### src/rtl/irqv_pkg.sv
package irqv_pkg;
  localparam int BUS_W    = 32;
  localparam int ADDR_W   = 5;

  typedef enum logic [2:0] {
    W_STATUS = 3'd0,
    W_PEND   = 3'd1,
    W_ENABLE = 3'd2,
    W_ACK    = 3'd3,
    W_SETEN  = 3'd4,
    W_CLREN  = 3'd5,
    W_VECTOR = 3'd6,
    W_MASTER = 3'd7
  } reg_word_e;

  localparam logic [BUS_W-1:0] NO_VECTOR = '1;
endpackage

### src/rtl/irqv_capture.sv
module irqv_capture #(
  parameter int              N        = 32,
  parameter logic [N-1:0]    EDGE_SEL = '0
) (
  input  logic         clk,
  input  logic         rst,
  input  logic [N-1:0] irq_in,
  input  logic [N-1:0] ack_mask,
  output logic [N-1:0] status_q,
  output logic [N-1:0] status_d,
  output logic [N-1:0] edge_rise
);
  logic [N-1:0] prev_q;
  logic [N-1:0] set_v;

  // one capture cell per line, kind chosen at build time
  for (genvar i = 0; i < N; i++) begin : g_line
    if (EDGE_SEL[i]) begin : g_edge
      // new rising edge survives an acknowledge in the same cycle
      assign set_v[i]     = irq_in[i] & ~prev_q[i];
      assign edge_rise[i] = irq_in[i] & ~prev_q[i];
    end else begin : g_level
      // acknowledge wins for one cycle, line re-latches afterwards
      assign set_v[i]     = irq_in[i] & ~ack_mask[i];
      assign edge_rise[i] = 1'b0;
    end
  end

  assign status_d = (status_q & ~ack_mask) | set_v;

  always_ff @(posedge clk) begin
    if (rst) begin
      status_q <= '0;
      prev_q   <= irq_in;
    end else begin
      status_q <= status_d;
      prev_q   <= irq_in;
    end
  end
endmodule

### src/rtl/irqv_enable_bank.sv
module irqv_enable_bank #(
  parameter int N = 32
) (
  input  logic         clk,
  input  logic         rst,
  input  logic         wr_replace,
  input  logic         wr_set,
  input  logic         wr_clear,
  input  logic [N-1:0] wdata,
  output logic [N-1:0] en_q,
  output logic [N-1:0] en_d
);
  logic [N-1:0] set_bits;
  logic [N-1:0] clr_bits;

  assign set_bits = wr_set   ? wdata : '0;
  assign clr_bits = wr_clear ? wdata : '0;

  always_comb begin
    if (wr_replace) en_d = wdata;
    else            en_d = (en_q | set_bits) & ~clr_bits;
  end

  always_ff @(posedge clk) begin
    if (rst) en_q <= '0;
    else     en_q <= en_d;
  end
endmodule

### src/rtl/irqv_lowest_first.sv
module irqv_lowest_first #(
  parameter int N     = 32,
  parameter int OUT_W = 32
) (
  input  logic [N-1:0]     req,
  output logic             found,
  output logic [OUT_W-1:0] index
);
  // scanning downward leaves the lowest set bit as the winner
  always_comb begin
    found = 1'b0;
    index = '1;
    for (int i = N - 1; i >= 0; i--) begin
      if (req[i]) begin
        found = 1'b1;
        index = OUT_W'(i);
      end
    end
  end
endmodule

### src/rtl/irq_vector_ctrl.sv
module irq_vector_ctrl
  import irqv_pkg::*;
#(
  parameter int                NUM_IN    = 32,
  parameter logic [NUM_IN-1:0] EDGE_MASK = '0
) (
  input  logic              clk,
  input  logic              rst,
  input  logic [NUM_IN-1:0] irq_in,
  input  logic [4:0]        bus_addr,
  input  logic              bus_wr,
  input  logic              bus_rd,
  input  logic [31:0]       bus_wdata,
  output logic [31:0]       bus_rdata,
  output logic              irq_req
);
  logic              aligned;
  reg_word_e         word;
  logic              wr_ok;
  logic [NUM_IN-1:0] wdata_n;
  logic [NUM_IN-1:0] ack_mask;
  logic [NUM_IN-1:0] status_q, status_d, edge_rise;
  logic [NUM_IN-1:0] en_q, en_d;
  logic [NUM_IN-1:0] pend_q;
  logic [1:0]        master_q, master_d;
  logic              vec_found;
  logic [BUS_W-1:0]  vec_index;
  logic [BUS_W-1:0]  rd_mux;

  assign aligned = (bus_addr[1:0] == 2'b00);
  assign word    = reg_word_e'(bus_addr[4:2]);
  assign wr_ok   = bus_wr & aligned;
  assign wdata_n = bus_wdata[NUM_IN-1:0];

  assign ack_mask = (wr_ok && word == W_ACK) ? wdata_n : '0;

  irqv_capture #(.N(NUM_IN), .EDGE_SEL(EDGE_MASK)) u_cap (
    .clk      (clk),
    .rst      (rst),
    .irq_in   (irq_in),
    .ack_mask (ack_mask),
    .status_q (status_q),
    .status_d (status_d),
    .edge_rise(edge_rise)
  );

  irqv_enable_bank #(.N(NUM_IN)) u_en (
    .clk       (clk),
    .rst       (rst),
    .wr_replace(wr_ok && word == W_ENABLE),
    .wr_set    (wr_ok && word == W_SETEN),
    .wr_clear  (wr_ok && word == W_CLREN),
    .wdata     (wdata_n),
    .en_q      (en_q),
    .en_d      (en_d)
  );

  assign master_d = (wr_ok && word == W_MASTER) ? bus_wdata[1:0] : master_q;

  always_ff @(posedge clk) begin
    if (rst) master_q <= 2'b00;
    else     master_q <= master_d;
  end

  assign pend_q = status_q & en_q;

  irqv_lowest_first #(.N(NUM_IN), .OUT_W(BUS_W)) u_prio (
    .req  (pend_q),
    .found(vec_found),
    .index(vec_index)
  );

  always_comb begin
    rd_mux = '0;
    if (aligned) begin
      unique case (word)
        W_STATUS: rd_mux = BUS_W'(status_q);
        W_PEND:   rd_mux = BUS_W'(pend_q);
        W_ENABLE: rd_mux = BUS_W'(en_q);
        W_VECTOR: rd_mux = vec_found ? vec_index : NO_VECTOR;
        W_MASTER: rd_mux = BUS_W'(master_q);
        default:  rd_mux = '0;
      endcase
    end
  end

  // both outputs registered; the request follows next-state so it lines up with the state
  always_ff @(posedge clk) begin
    if (rst) begin
      bus_rdata <= '0;
      irq_req   <= 1'b0;
    end else begin
      if (bus_rd) bus_rdata <= rd_mux;
      irq_req <= (&master_d) & (|(status_d & en_d));
    end
  end
endmodule

### config.mk
export PLATFORM = sky130hd
export DESIGN_NAME = irq_vector_ctrl
export DESIGN_NICKNAME = d
export VERILOG_FILES = /design/src/rtl/irqv_pkg.sv /design/src/rtl/irqv_capture.sv /design/src/rtl/irqv_enable_bank.sv /design/src/rtl/irqv_lowest_first.sv /design/src/rtl/irq_vector_ctrl.sv
export SDC_FILE = /design/constraint.sdc
export NUM_CORES = 1
export LEC_CHECK = 0
export BUFFER_PORTS_ARGS = -buffer_cell sky130_fd_sc_hd__buf_4
export CORE_UTILIZATION = 41
export CTS_CLUSTER_DIAMETER = 80
export CTS_CLUSTER_SIZE = 28
export DETAILED_ROUTE_END_ITERATION = 16
export SLEW_MARGIN = 10
export SYNTH_ARGS = -nofsm -noshare
export SYNTH_HDL_FRONTEND = slang
export SYNTH_HIERARCHICAL = 1
export SYNTH_SLANG_ARGS = --single-unit
### constraint.sdc
create_clock -name clk -period 2.7 [get_ports clk]
set_input_delay 0.27 -clock clk [delete_from_list [all_inputs] [get_ports clk]]
set_output_delay 0.27 -clock clk [all_outputs]
set_load 0.1 [all_outputs]
---- After elaboration in Yosys (flattened, before gate mapping) ----
Index checks and enable logic that the tools add are counted.
cells by class
  $add $sub $neg .......................... 0
  multiply operators ...................... 0
  divide/modulo/power cells ............... 0
  $lt $le $gt $ge ......................... 0
  eq/ne operators ......................... 7
  shift-type cells ........................ 0
  multiplexer cells ....................... 72
  bitwise logic cells ..................... 74
  reduce and logical (&&, ||, !) cells .... 9
operator list
  kind                                                 number
  2-to-1 mux 32 bit                                    38
  one-hot mux 32 bit (5 select lines)                  1
  AND 32 bit                                           4
  NOT 32 bit                                           2
  bitwise OR 32 bit                                    2
  AND 1 bit                                            34
  2-to-1 mux 1 bit                                     32
  NOT 1 bit                                            32
  OR reduction 32 bit                                  1
  equality test 3 bit, second input constant           4
  equality test 3 x 2 -> 1 bit, second input constant  2
  logical AND 1 bit                                    5
  equality test 3 x 1 -> 1 bit, second input constant  1
  zero test 3 bit                                      1
  zero test 2 bit                                      1
  2-to-1 mux 2 bit                                     1
  AND reduction 2 bit                                  1
word-level totals
  register bits after elaboration ......... 99
  latch bits .............................. 0
  RAM bits ................................ 0
  bits in read-only memories .............. 0
  input port bits ......................... 73
  output and inout port bits .............. 33
  memories ................................ 0

---- Depth between registers and ports, before layout ----
  depth in word-level cells ............... 36
  depth in mapped cells ................... 11
  mapped depth without buffers ............ 9

---- Cells and area by module ----
The synthesis kept the hierarchy.
modules (own cells, without submodules)
  module             times used  cells an instance  area each (um^2)  seq. area each (um^2)
  irq_vector_ctrl    1           339                2820.2            700.7
  irqv_enable_bank   1           211                2270.9            640.6
  irqv_capture       1           164                1468.9            640.6
  irqv_lowest_first  1           93                 564.3             0.0

---- Least setup slack after synthesis ----
Ideal clock, no wire load.
  path kind ............................... register to register
  from .................................... register u_en.en_q[24]
  to ...................................... register bus_rdata[29]
  setup time .............................. 0.087 ns
  arrival time ............................ 2.364 ns
  required time ........................... 2.613 ns
  path slack .............................. 0.249 ns
  cell stages (with the launch flop) ...... 10
  path buffers ............................ 1
  period minus slack after synthesis ...... 2.451 ns
  path through ............................ dfxtp_1 and2_1 or4_4 nor3_1 and2_1 buf_4 inv_1 a21oi_1 a21oi_1 o31ai_1
on the way
  word-level cells in the longest chain between the ends .. 29
RTL lines
  item                                 RTL line                 source
  from (decl)                          irqv_enable_bank.sv:10   output logic [N-1:0] en_q,
  from (signal assigned)               irqv_enable_bank.sv:26   else en_q <= en_d;
  AND 32 bit                           irq_vector_ctrl.sv:65    assign pend_q = status_q & en_q;
  named net pend_q[24]                 irq_vector_ctrl.sv:24    logic [NUM_IN-1:0] pend_q;
  2-to-1 mux 32 bit (25 in series)     irqv_lowest_first.sv:14  if (req[i]) begin
  named net vec_index[29]              irq_vector_ctrl.sv:27    logic [BUS_W-1:0] vec_index;
  2-to-1 mux 32 bit                    irq_vector_ctrl.sv:80    W_VECTOR: rd_mux = vec_found ? vec_index : NO_VECTOR;
  one-hot mux 32 bit (5 select lines)  irq_vector_ctrl.sv:76    unique case (word)
  2-to-1 mux 32 bit                    irq_vector_ctrl.sv:75    if (aligned) begin
  to (signal assigned)                 irq_vector_ctrl.sv:93    if (bus_rd) bus_rdata <= rd_mux;
  to (decl)                            irq_vector_ctrl.sv:14    output logic [31:0] bus_rdata,
The timed path passes the listed nets, and every way through them passes these cells.
A chain may end at the register's enable or synchronous reset.

---- Worst setup path after layout ----
  from .................................... register u_en.en_q[7]
  to ...................................... register bus_rdata[18]
on the way
  word-level cells in the longest chain between the ends .. 12
RTL lines
  item                                 RTL line                 source
  AND 32 bit                           irq_vector_ctrl.sv:65
  named net pend_q[7]                  irq_vector_ctrl.sv:24
  2-to-1 mux 1 bit (8 in series)       irqv_lowest_first.sv:14
  named net vec_found                  irq_vector_ctrl.sv:26    logic vec_found;
  2-to-1 mux 32 bit                    irq_vector_ctrl.sv:80
  one-hot mux 32 bit (5 select lines)  irq_vector_ctrl.sv:76
  2-to-1 mux 32 bit                    irq_vector_ctrl.sv:75
The timed path passes the listed nets, and every way through them passes these cells.

==> reports/metrics.csv <==
metric;value;unit
outcome;complete, no violations;
Register Area;1980;um2
initial antenna violation count;0;
Reg clk slew, reported paths;70;ps
Row Count;46;
Clock Tree Root;clkbuf_16;
filler cell count;1542;
cells after synthesis;774;
Hold Vio Cnt, Final;0;
DRT Pass-1 Iters;5;
Avg Cell Area, Syn;8.89;um2
max cap viols;0;
WHS Path Cells;3;
vias in the first global route;6021;
die area;17300;um2
slew margin rel.;31.4;%
worst-margin pin slew;1030;ps
pre-CTS setup slack;46.1;ps
clock sink count;99;
H-tree level count;3;
Port Buffer Count;105;
All-Layer GR Usage;24.2;%
Critical R2R Launch;u_en/en_q[7];
largest net degree at the start of global routing;61;
reg-to-reg setup timing slack;230;ps
Routed WL;21000;um
fmax;0.405;GHz
crit path max fanout;27;
final setup fails;0;
vias per cell;5.80;
dpl hpwl;15800;um
Pins Over Slew Limit;0;
clock buffer count from CTS;9;
Synth Net Count;847;
post-route setup slack;232;ps
total gr overflow;0;
DR iter-0 viols;662;
# IOs;106;
Die Y;132;um
global placement routability congestion;0.893;
Yosys warnings;6;
hold_sp;irq_in[17];
routed len/inst;19.9;um
Final ANT Viol Nets;0;
layout overhead on the synthesized area;16.1;%
ANT cells;0;
Worst setup SP type;register;
Pwr Density;427;nW/um2
CTS Hold Bufs;0;
worst r2r dst;bus_rdata[18];
Leak;3.00;nW
TritonCTS clock tree;done;
Clock Latency Late Sink;360;ps
crit share post-route;91.4;%
CP required;3000;ps
Initial Util;42.7;%
dpl cells;1038;
Worst Path Arrival;2770;ps
Design Power;0.00341;W
routed via count;6118;
final net count;906;
placed cell area;7690;um2
share of cells above drive strength 1;29.8;%
Worst setup EP type;register;
first-pass GRT wire length;32800;um
clock skew;7.52;ps
design area;7990;um2
DR DRC count;0;
worst vdd ir;0.000299;V
Setup TNS;0;ps
Worst Setup EP;bus_rdata[18];
crit path kind;register to register;
footprint of the multi-input gates;4240;um2
min Tclk post-route;2470;ps
R2R cell count;9;
RSZ-0062 raised after global routing;false;
Mapped Area;6880;um2
Die X;132;um
hold crit path type;input port to register;
core region area;16100;um2
Non-Filler Instances;1054;
crit path from;u_en/en_q[7];
Longest Clk Path Bufs;2;
-- cell usage in the layout, fill, tap and decap left out, drive strengths merged, types with 4 or more instances in the layout --
master,instances
clkbuf,9
o22ai,29
clkinv,4
nor2b,33
buf,125
a22o,30
dfxtp,99
nand2b,66
and2,65
nor3,37
a32oi,30
nor2,88
a221oi,32
a21oi,6
nand2,12
nand4,5
inv,40
a22oi,48
o2bb2ai,32
nor4,8
-- power by group --
group	internal (W)	leakage [nW]	switching, W	total, W
clock network	0.000715	0.141	0.000606	0.00132
registers	0.00150	0.809	0.0000419	0.00155
logic	0.000213	2.05	0.000330	0.000544
total	0.00243	3.00	0.000978	0.00341
-- final cells by class --
type,count,share of cell area [%]
Clock buffer,9,2.82
Clock inverter,7,0.862
Inverter,40,1.88
Multi-Input combinational cell,558,53.1
Sequential cell,99,24.8
Tap cell,216,3.38
Timing Repair Buffer,125,13.2
-- stage by stage --
step / hold WS, ps / utilization [%]
6_report: 148 / 49.6
5_1_grt: 156 / 49.6
4_1_cts: 144 / 49.5
3_5_place_dp: 468 / 47.7
3_3_place_gp: 462 / 47.7
2_1_floorplan: 336 / -
-- flip-flops by register name, indices dropped and copies added, names as in the netlist --
| register | flops |
|---|---|
| u_cap/status_q | 32 |
| bus_rdata | 32 |
| master_q | 2 |
| u_en/en_q | 32 |
| irq_req | 1 |
-- per-layer routing --
metal | track usage (%) | vias to the layer above | part of all wire [%]
li1 | - | 2965 | -
met1 | 32.6 | 2921 | 47
met2 | 38.1 | 201 | 45
met3 | 4.01 | 31 | 5.4
met4 | 9.95 | 0 | 2.7
met5 | 0 | - | 0
-- how the worst min path moves through the flow --
stage | endpoint | slack [ps]
floorplan | u_en/en_q[25] | 340
global placement | bus_rdata[0] | 460
detailed placement | bus_rdata[22] | 470
CTS | u_cap/status_q[18] | 140
global route | u_cap/status_q[24] | 160
finish | u_cap/status_q[17] | 150
-- worst max-delay path, stage by stage, from the launching register on --
cell and delay, ps:
dfxtp_1 350, and2_1 230, nor4_1 440, nand2_1 160, nor3_2 330, nand2_1 180
buf_4 240, nor2b_1 140, o22ai_1 170, a22o_1 170
-- repair_timing --
item                                    in CTS  in global routing
resized for setup                            0                  2
endpoints found under the setup margin       0                 25
buffers inserted                             0                  0
No activity file was read; power rests on OpenSTA's default activity.
